`config.mk`:
```
export PLATFORM = sky130hd
export DESIGN_NAME = frame_sum_check
export DESIGN_NICKNAME = d
export VERILOG_FILES = /design/src/rtl/frame_sum_check_pkg.sv /design/src/rtl/frame_seq.sv /design/src/rtl/sum_acc.sv /design/src/rtl/verdict_reg.sv /design/src/rtl/frame_sum_check.sv
export SDC_FILE = /design/constraint.sdc
export NUM_CORES = 1
export LEC_CHECK = 0
export ABC_AREA = 1
export BUFFER_PORTS_ARGS = -buffer_cell sky130_fd_sc_hd__buf_2
export CAP_MARGIN = 15
export CORE_AREA = 2 2 58 60
export DETAILED_ROUTE_END_ITERATION = 6
export DIE_AREA = 0 0 60 62
export PLACE_DENSITY = 0.69
export SYNTH_ARGS = -nofsm -noshare
export SYNTH_HDL_FRONTEND = slang
export SYNTH_SLANG_ARGS = --single-unit
```
`constraint.sdc`:
```
create_clock -name clk -period 0.8 [get_ports clk]
set_input_delay 0.16 -clock clk [delete_from_list [all_inputs] [get_ports clk]]
set_output_delay 0.16 -clock clk [all_outputs]
set_load 0.02 [all_outputs]
```
`src/rtl/frame_sum_check_pkg.sv`:
```
package frame_sum_check_pkg;
  typedef enum logic {
    ST_COUNT = 1'b0,
    ST_BODY  = 1'b1
  } seq_state_t;
endpackage

```
`src/rtl/frame_seq.sv`:
```
module frame_seq
  import frame_sum_check_pkg::*;
#(
  parameter int W = 8
) (
  input  logic         clk,
  input  logic         rst_n,
  input  logic         take,
  input  logic [W-1:0] byte_in,
  output logic         at_count,
  output logic         start_frame,
  output logic         zero_count,
  output logic         add_payload,
  output logic         last_byte
);
  localparam logic [W-1:0] ONE = W'(1);

  seq_state_t   st_q, st_d;
  logic [W-1:0] left_q, left_d;

  // decode of the current byte's role
  always_comb begin
    at_count    = (st_q == ST_COUNT);
    start_frame = take && at_count;
    zero_count  = start_frame && (byte_in == '0);
    last_byte   = take && !at_count && (left_q == ONE);
    add_payload = take && !at_count && (left_q != ONE);
  end

  // next-state
  always_comb begin
    st_d   = st_q;
    left_d = left_q;
    if (start_frame && !zero_count) begin
      st_d   = ST_BODY;
      left_d = byte_in;
    end else if (last_byte) begin
      st_d   = ST_COUNT;
      left_d = '0;
    end else if (add_payload) begin
      left_d = left_q - ONE;
    end
  end

  always_ff @(posedge clk or negedge rst_n) begin
    if (!rst_n) begin
      st_q   <= ST_COUNT;
      left_q <= '0;
    end else begin
      st_q   <= st_d;
      left_q <= left_d;
    end
  end
endmodule

```
`src/rtl/sum_acc.sv`:
```
module sum_acc #(
  parameter int W = 8
) (
  input  logic         clk,
  input  logic         rst_n,
  input  logic         clr,
  input  logic         add_en,
  input  logic [W-1:0] byte_in,
  output logic [W-1:0] sum
);
  logic [W-1:0] sum_q, sum_d;

  always_comb begin
    sum_d = sum_q;
    if (clr)         sum_d = '0;
    else if (add_en) sum_d = sum_q + byte_in;  // wraps modulo 2**W
  end

  always_ff @(posedge clk or negedge rst_n) begin
    if (!rst_n) sum_q <= '0;
    else        sum_q <= sum_d;
  end

  assign sum = sum_q;
endmodule

```
`src/rtl/verdict_reg.sv`:
```
module verdict_reg #(
  parameter int W = 8
) (
  input  logic         clk,
  input  logic         rst_n,
  input  logic         finish,
  input  logic         reject,
  input  logic [W-1:0] sum,
  input  logic [W-1:0] check_byte,
  output logic         done,
  output logic [W-1:0] result
);
  localparam logic [W-1:0] PASS = '0;
  localparam logic [W-1:0] FAIL_CODE = '1;

  logic         done_q, done_d;
  logic [W-1:0] res_q, res_d;

  always_comb begin
    done_d = finish || reject;
    res_d  = res_q;
    if (reject)      res_d = FAIL_CODE;
    else if (finish) res_d = (sum == check_byte) ? PASS : FAIL_CODE;
  end

  always_ff @(posedge clk or negedge rst_n) begin
    if (!rst_n) begin
      done_q <= 1'b0;
      res_q  <= PASS;
    end else begin
      done_q <= done_d;
      res_q  <= res_d;
    end
  end

  assign done   = done_q;
  assign result = res_q;
endmodule

```
`src/rtl/frame_sum_check.sv`:
```
module frame_sum_check #(
  parameter int W = 8
) (
  input  logic         clk,
  input  logic         rst_n,
  input  logic [W-1:0] in_byte,
  input  logic         in_valid,
  output logic         in_ready,
  output logic         done,
  output logic [W-1:0] result
);
  logic [1:0] rst_pipe_q;
  logic       rst_int_n;
  logic       rdy_q;
  logic       take;
  logic       at_count, start_frame, zero_count, add_payload, last_byte;
  logic [W-1:0] sum;

  // asynchronous assert, synchronous release
  always_ff @(posedge clk or negedge rst_n) begin
    if (!rst_n) rst_pipe_q <= 2'b00;
    else        rst_pipe_q <= {rst_pipe_q[0], 1'b1};
  end
  assign rst_int_n = rst_pipe_q[1];

  always_ff @(posedge clk or negedge rst_int_n) begin
    if (!rst_int_n) rdy_q <= 1'b0;
    else            rdy_q <= 1'b1;
  end

  assign in_ready = rdy_q;
  assign take     = in_valid && rdy_q;

  frame_seq #(.W(W)) u_seq (
    .clk         (clk),
    .rst_n       (rst_int_n),
    .take        (take),
    .byte_in     (in_byte),
    .at_count    (at_count),
    .start_frame (start_frame),
    .zero_count  (zero_count),
    .add_payload (add_payload),
    .last_byte   (last_byte)
  );

  sum_acc #(.W(W)) u_sum (
    .clk     (clk),
    .rst_n   (rst_int_n),
    .clr     (start_frame),
    .add_en  (add_payload),
    .byte_in (in_byte),
    .sum     (sum)
  );

  verdict_reg #(.W(W)) u_verdict (
    .clk        (clk),
    .rst_n      (rst_int_n),
    .finish     (last_byte),
    .reject     (zero_count),
    .sum        (sum),
    .check_byte (in_byte),
    .done       (done),
    .result     (result)
  );
endmodule

```
# Word level (Yosys, flattened, before mapping)
# Cells that the tools add are included.
[word_totals] output_inout_bits=10 wordCells=37 inputBits=11 register_bits=29
[classes] n_bitwise=1 eq_ne=3 n_addsub=2 mux=10 n_reduce_logical=14
[ops] cell="$mux W8" n=8
[ops] cell="$add A8 B8 Y8" n=1
[ops] cell="$eq A8 B1 Y1 const B" n=1
[ops] cell="$eq A8 B8 Y1" n=1
[ops] cell="$logic_not A8 Y1" n=1
[ops] cell="$ne A8 B1 Y1 const B" n=1
[ops] cell="$sub A8 B1 Y8 const B" n=1
[ops] cell="$logic_and A1 B1 Y1" n=7
[ops] cell="$reduce_bool A2 Y1" n=3
[ops] cell="$reduce_bool A3 Y1" n=1
[ops] cell="$mux W1" n=2
[ops] cell="$logic_not A1 Y1" n=1
[ops] cell="$logic_or A1 B1 Y1" n=1
[ops] cell="$not A1 Y1" n=1

# Logic depth before layout (Yosys ltp)
[logic_depth] ltp_word=6 depth_mapped=9 depth_no_buf=9

# Modules after synthesis
# From an unflattened synthesis, not the netlist that was laid out.
[unflattened] hier_cells=236 area_unflattened_um2=1642.8
[modules_own_cells] mod="frame_seq" seq_area_each_um2=225.2 cells_per_inst=93 area_per_inst_um2=643.1 instances=1
[modules_own_cells] mod="sum_acc" seq_area_each_um2=200.2 cells_per_inst=80 area_per_inst_um2=621.8 instances=1
[modules_own_cells] mod="verdict_reg" seq_area_each_um2=50.0 cells_per_inst=57 area_per_inst_um2=291.5 instances=1
[modules_own_cells] mod="frame_sum_check" seq_area_each_um2=75.1 cells_per_inst=6 area_per_inst_um2=86.3 instances=1

# Least setup slack after synthesis
# Ideal clock, no wire load.
[synth_timing] path_type="reg-to-reg" startpoint="register u_sum.sum_q[0], in the netlist u_sum.sum[0]" endpoint="register u_sum.sum_q[4], in the netlist u_sum.sum[4]" path_stages_with_launch=8 period_less_slack_ns=1.506 n_path_buf=0 t_arrival_ns=1.423 setup_time_ns=0.083 required_ns=0.717 slack_ns=-0.706 path_cell_list="dfrtp_1 ha_1 fa_1 nand2_1 a21boi_0 o21ai_0 nand2_1 o21ai_0"
[synth_between] elab_chain_len=3
[synth_rtl] element="from (decl)" line_no="sum_acc.sv:11" rtl="logic [W-1:0] sum_q, sum_d;"
[synth_rtl] element="from (signal assigned)" line_no="sum_acc.sv:21" rtl="else sum_q <= sum_d;"
[synth_rtl] element="$add A8 B8 Y8" line_no="sum_acc.sv:16" rtl="else if (add_en) sum_d = sum_q + byte_in;"
[synth_rtl] element="$mux W8" line_no="sum_acc.sv:16"
[synth_rtl] element="$mux W8" line_no="sum_acc.sv:15" rtl="if (clr) sum_d = '0;"
# Every way passes these cells. The select of a mux whose other input is x is not followed.
# A chain may end at the register's enable or synchronous reset.

# Worst setup path in the final report
# Same ends and word-level chain as after synthesis.

==> metrics.md <==
| Metric | Value |
|---|---|
| Status | finished, violations left |
| Violated checks | negative setup slack |
| P_int | 4.92 mW |
| Pins Over Slew Limit | 0 |
| WL/cell | 13.3 um |
| Core area | 3180 um2 |
| I/O pin count | 21 |
| VDD IR max | 1950 uV |
| Most frequent cell after synthesis | nand2_1 |
| Inserted Clock Buffers | 3 |
| Vias per cell | 4.94 |
| Quantity of I/O buffers inserted on ports | 20 |
| # H-tree levels | 1 |
| Critical Path RT | around 1000 ps |
| Synth Area in Compound Gates | 6.07% |
| Crit-path cells | ha_2, fa_2, nand2_2, a21boi_2, nor3_1, o21ai_2 |
| RSZ-0062 raised after global routing | true |
| WP depth | 6 |
| Critical-path top delay cell | dfrtp_1 |
| Area contributors post-synth | dfrtp_1, nand2_1, ha_1 |
| Area growth syn-to-layout | 54.8% |
| Vias in the first global route | 1517 |
| CP startpoint kind | flop |
| Flops & latches, synth | 22 |
| Reg2reg setup slack | -720 ps |
| DP HPWL | 2970 um |
| Delay-heaviest family, CP | adder cells |
| Worst setup EP type | flop |
| Type of the worst setup path | flop to flop |
| Post-Synth Simple-Gate Area | 39.2% |
| Antenna viol nets, final | 0 |
| Crit path capture | u_sum.sum[4] |
| F_max | roughly 660 MHz |
| Clk root buf | clkbuf_4 |
| Clock Power Share | 10.1% |
| Final setup fails | 29 |
| Top cell type's share of synthesized area | 35.1% |
| Tot GR Track Use | around a quarter |
| DRT Pass-1 Iters | 4 |
| Gate Count Post-Synth | 218 |
| RD Place Congestion | 0.870 |
| R2R cell count | 6 |
| Max stage delay on crit path | 410 ps |
| Post-synth top cells | nand2_1, nor2_1, dfrtp_1, inv_1, nand3_1 |
| Largest net degree at the start of global routing | 14 |
| Post-synth EDFFs | 0 |
| Die Wd | 60 um |
| WL final | between 4000 and 5000 um |
| R2r endpoint | u_sum.sum[4] |
| Row cnt | 21 |
| GRT Residual Overflow | 0 |
| CTS max path bufs | 2 |
| Adder-Cell Fraction of Synth Area | 8.46% |
| Post-route DRC | 0 |
| Vias | 1602 |
| Worst-path maximum fanout | 3 |
| Ant. Diodes | 0 |
| Die Height | 62 um |
| Yosys warning count | 0 |
| Post-synth top area cell | dfrtp_1 |
| Max_cap viols | 0 |
| Final hold violations | 0 |
| Layout Cells excl Fill | 324 |
| Initial antenna violation count | 0 |
| Final clock skew | 9.72 ps |
| Clk slew on worst S/H paths | 140 ps |
| Cell count after placement | about 310 |
| Synth unique cells | 27 |
| Fin nets | 300 |
| Seq/Total Area, Yosys | a little over a third |
| Initial Util | between 40% and 50% |
| Layout cells sized above 1 | between 40% and 50% |
| Post-synthesis mux area share | 0% |
| WP buf/inv | 0 |
| Reg2reg start | u_sum.sum[0] |
| Switch Pwr | 3.71 mW |
| DR iter-0 viols | between 60 and 70 |
| Sw frac | between 40% and 50% |
| Final Cell Area | 2430 um2 |
| Pwr Density | ~3600 nW/um2 |
| Combinational share of power | slightly below 70% |
| Largest family of logic cells by synthesized area | simple AND/OR/NAND/NOR gates |
| Placed cell area | between 2000 and 2500 um2 |
| Clk_lat worst skew | 310 ps |
| Syn_area_per_cell | between 7 and 8 um2 |
| WP data arrival | 1720 ps |
| Cell leakage power | 1.19 nW |
| Hold Path Class | input port to async pin |
| Ys async rst share | 100% |
| First-pass GRT wire length | 6560 um |
| Final period utilization | 189% |
| Post-Synth XOR/XNOR Area | under 10% |
| Crit path from | u_sum.sum[0] |
| Die ar. | ~3700 um2 |
| Final WS setup | -716 ps |
| # clock sinks | 22 |
| Fin crit period | 1520 ps |
| CTS tree | yes |
| Flop pwr share | 22.2% |
| Post-Syn Area | 1570 um2 |
| Top_reg_cell synth | dfrtp_1 |
-- cell type report --
class	instances	area, um2
Clock buffer	3	22.5
Clock inverter	1	30.0
Fill cell	221	752
Inverter	24	100
Multi-Input combinational cell	165	1140
Sequential cell	22	556
Tap cell	46	57.6
Timing Repair Buffer	63	522
-- cell families (layout without fill, tap and decap cells) --
group	count (synthesis)	after routing
AOI/OAI and AO/OA	15	15
xor gates and xnor gates	2	2
adders and majority gates	10	10
buffers and inverters	32	91
DFF	22	22
other	1	2
and+or+nand+nor	136	136
-- worst register-to-register path, stage by stage (launching register included) --
cell and delay [ps]:
dfrtp_1 410, ha_2 190, fa_2 370, nand2_2 90
a21boi_2 60, nor3_1 200, o21ai_2 90
-- cells in the final DEF, fill, tap and decap left out, types with 2 or more instances in the layout --
master    count
nand2_1      64
inv_1        18
nor2_1       21
nand3_1       8
dfrtp_1      18
o21ai_0       3
o21ai_2       4
nor2_4        7
buf_2        10
buf_6        19
dfrtp_2       4
inv_2         4
conb_1        2
nand2_4       4
clkbuf_4      3
buf_4        33
nand4_1       3
nand2_2       9
ha_4          8
nand3_2      13
o21ai_1       3
-- per-stage QoR --
step	util, %	TNS [ps]	power, mW	hold WS (ps)	worst slack, ps
floorplan	-	-8410	5.03	-136	-576
global placement	64.2	-9930	6.24	-53.9	-614
detailed placement	64.2	-10450	6.35	-52.6	-655
CTS	72.6	-13770	8.03	114	-689
global route	76.3	-15730	9.27	123	-781
finish	76.3	-14030	8.63	130	-716
-- sequential cells by signal (all words and copies together) (netlist names) --
name,flops
u_seq.left_q,8
u_sum.sum,8
rst_pipe_q,2
in_ready,1
u_seq.st_q,1
u_verdict.done,1
u_verdict.result,1
-- how the worst min path moves through the flow --
stage	end	cells past startpoint	start	slack, ps
finish	rst_pipe_q[1]	2	rst_n	130
global route	rst_pipe_q[1]	2	rst_n	120
global placement	rst_pipe_q[0]	1	rst_n	-50
detailed placement	rst_pipe_q[1]	1	rst_n	-50
CTS	u_seq.left_q[7]	3	in_byte[7]	110
floorplan	rst_pipe_q[0]	0	rst_n	-140
-- layer usage --
| layer | vias up | part of all wire [%] | track usage (%) |
|---|---|---|---|
| met5 | - | 0 | 0 |
| met4 | 0 | 1.9 | 9.52 |
| met3 | 8 | 1.7 | 3.52 |
| met2 | 20 | 54 | 42.5 |
| met1 | 765 | 42 | 28.6 |
| li1 | 809 | - | - |
-- power groups by stage --
stage | registers [mW] | logic, mW | clock network [mW]
floorplan | 2.01 | 3.02 | 0
global placement | 1.91 | 4.33 | 0
detailed placement | 1.94 | 4.41 | 0
CTS | 1.91 | 5.22 | 0.898
global route | 1.98 | 6.34 | 0.947
finish | 1.92 | 5.83 | 0.874
-- what timing repair did --
item                                   in CTS  in global routing
endpoints found under the hold margin       2                  0
pin swaps                                  23                 13
resized for setup                          46                 30
setup buffers                               6                  3
hold buffers                                1                  0
setup endpoints to repair                  29                 29
(Power assumes the default switching activity.)
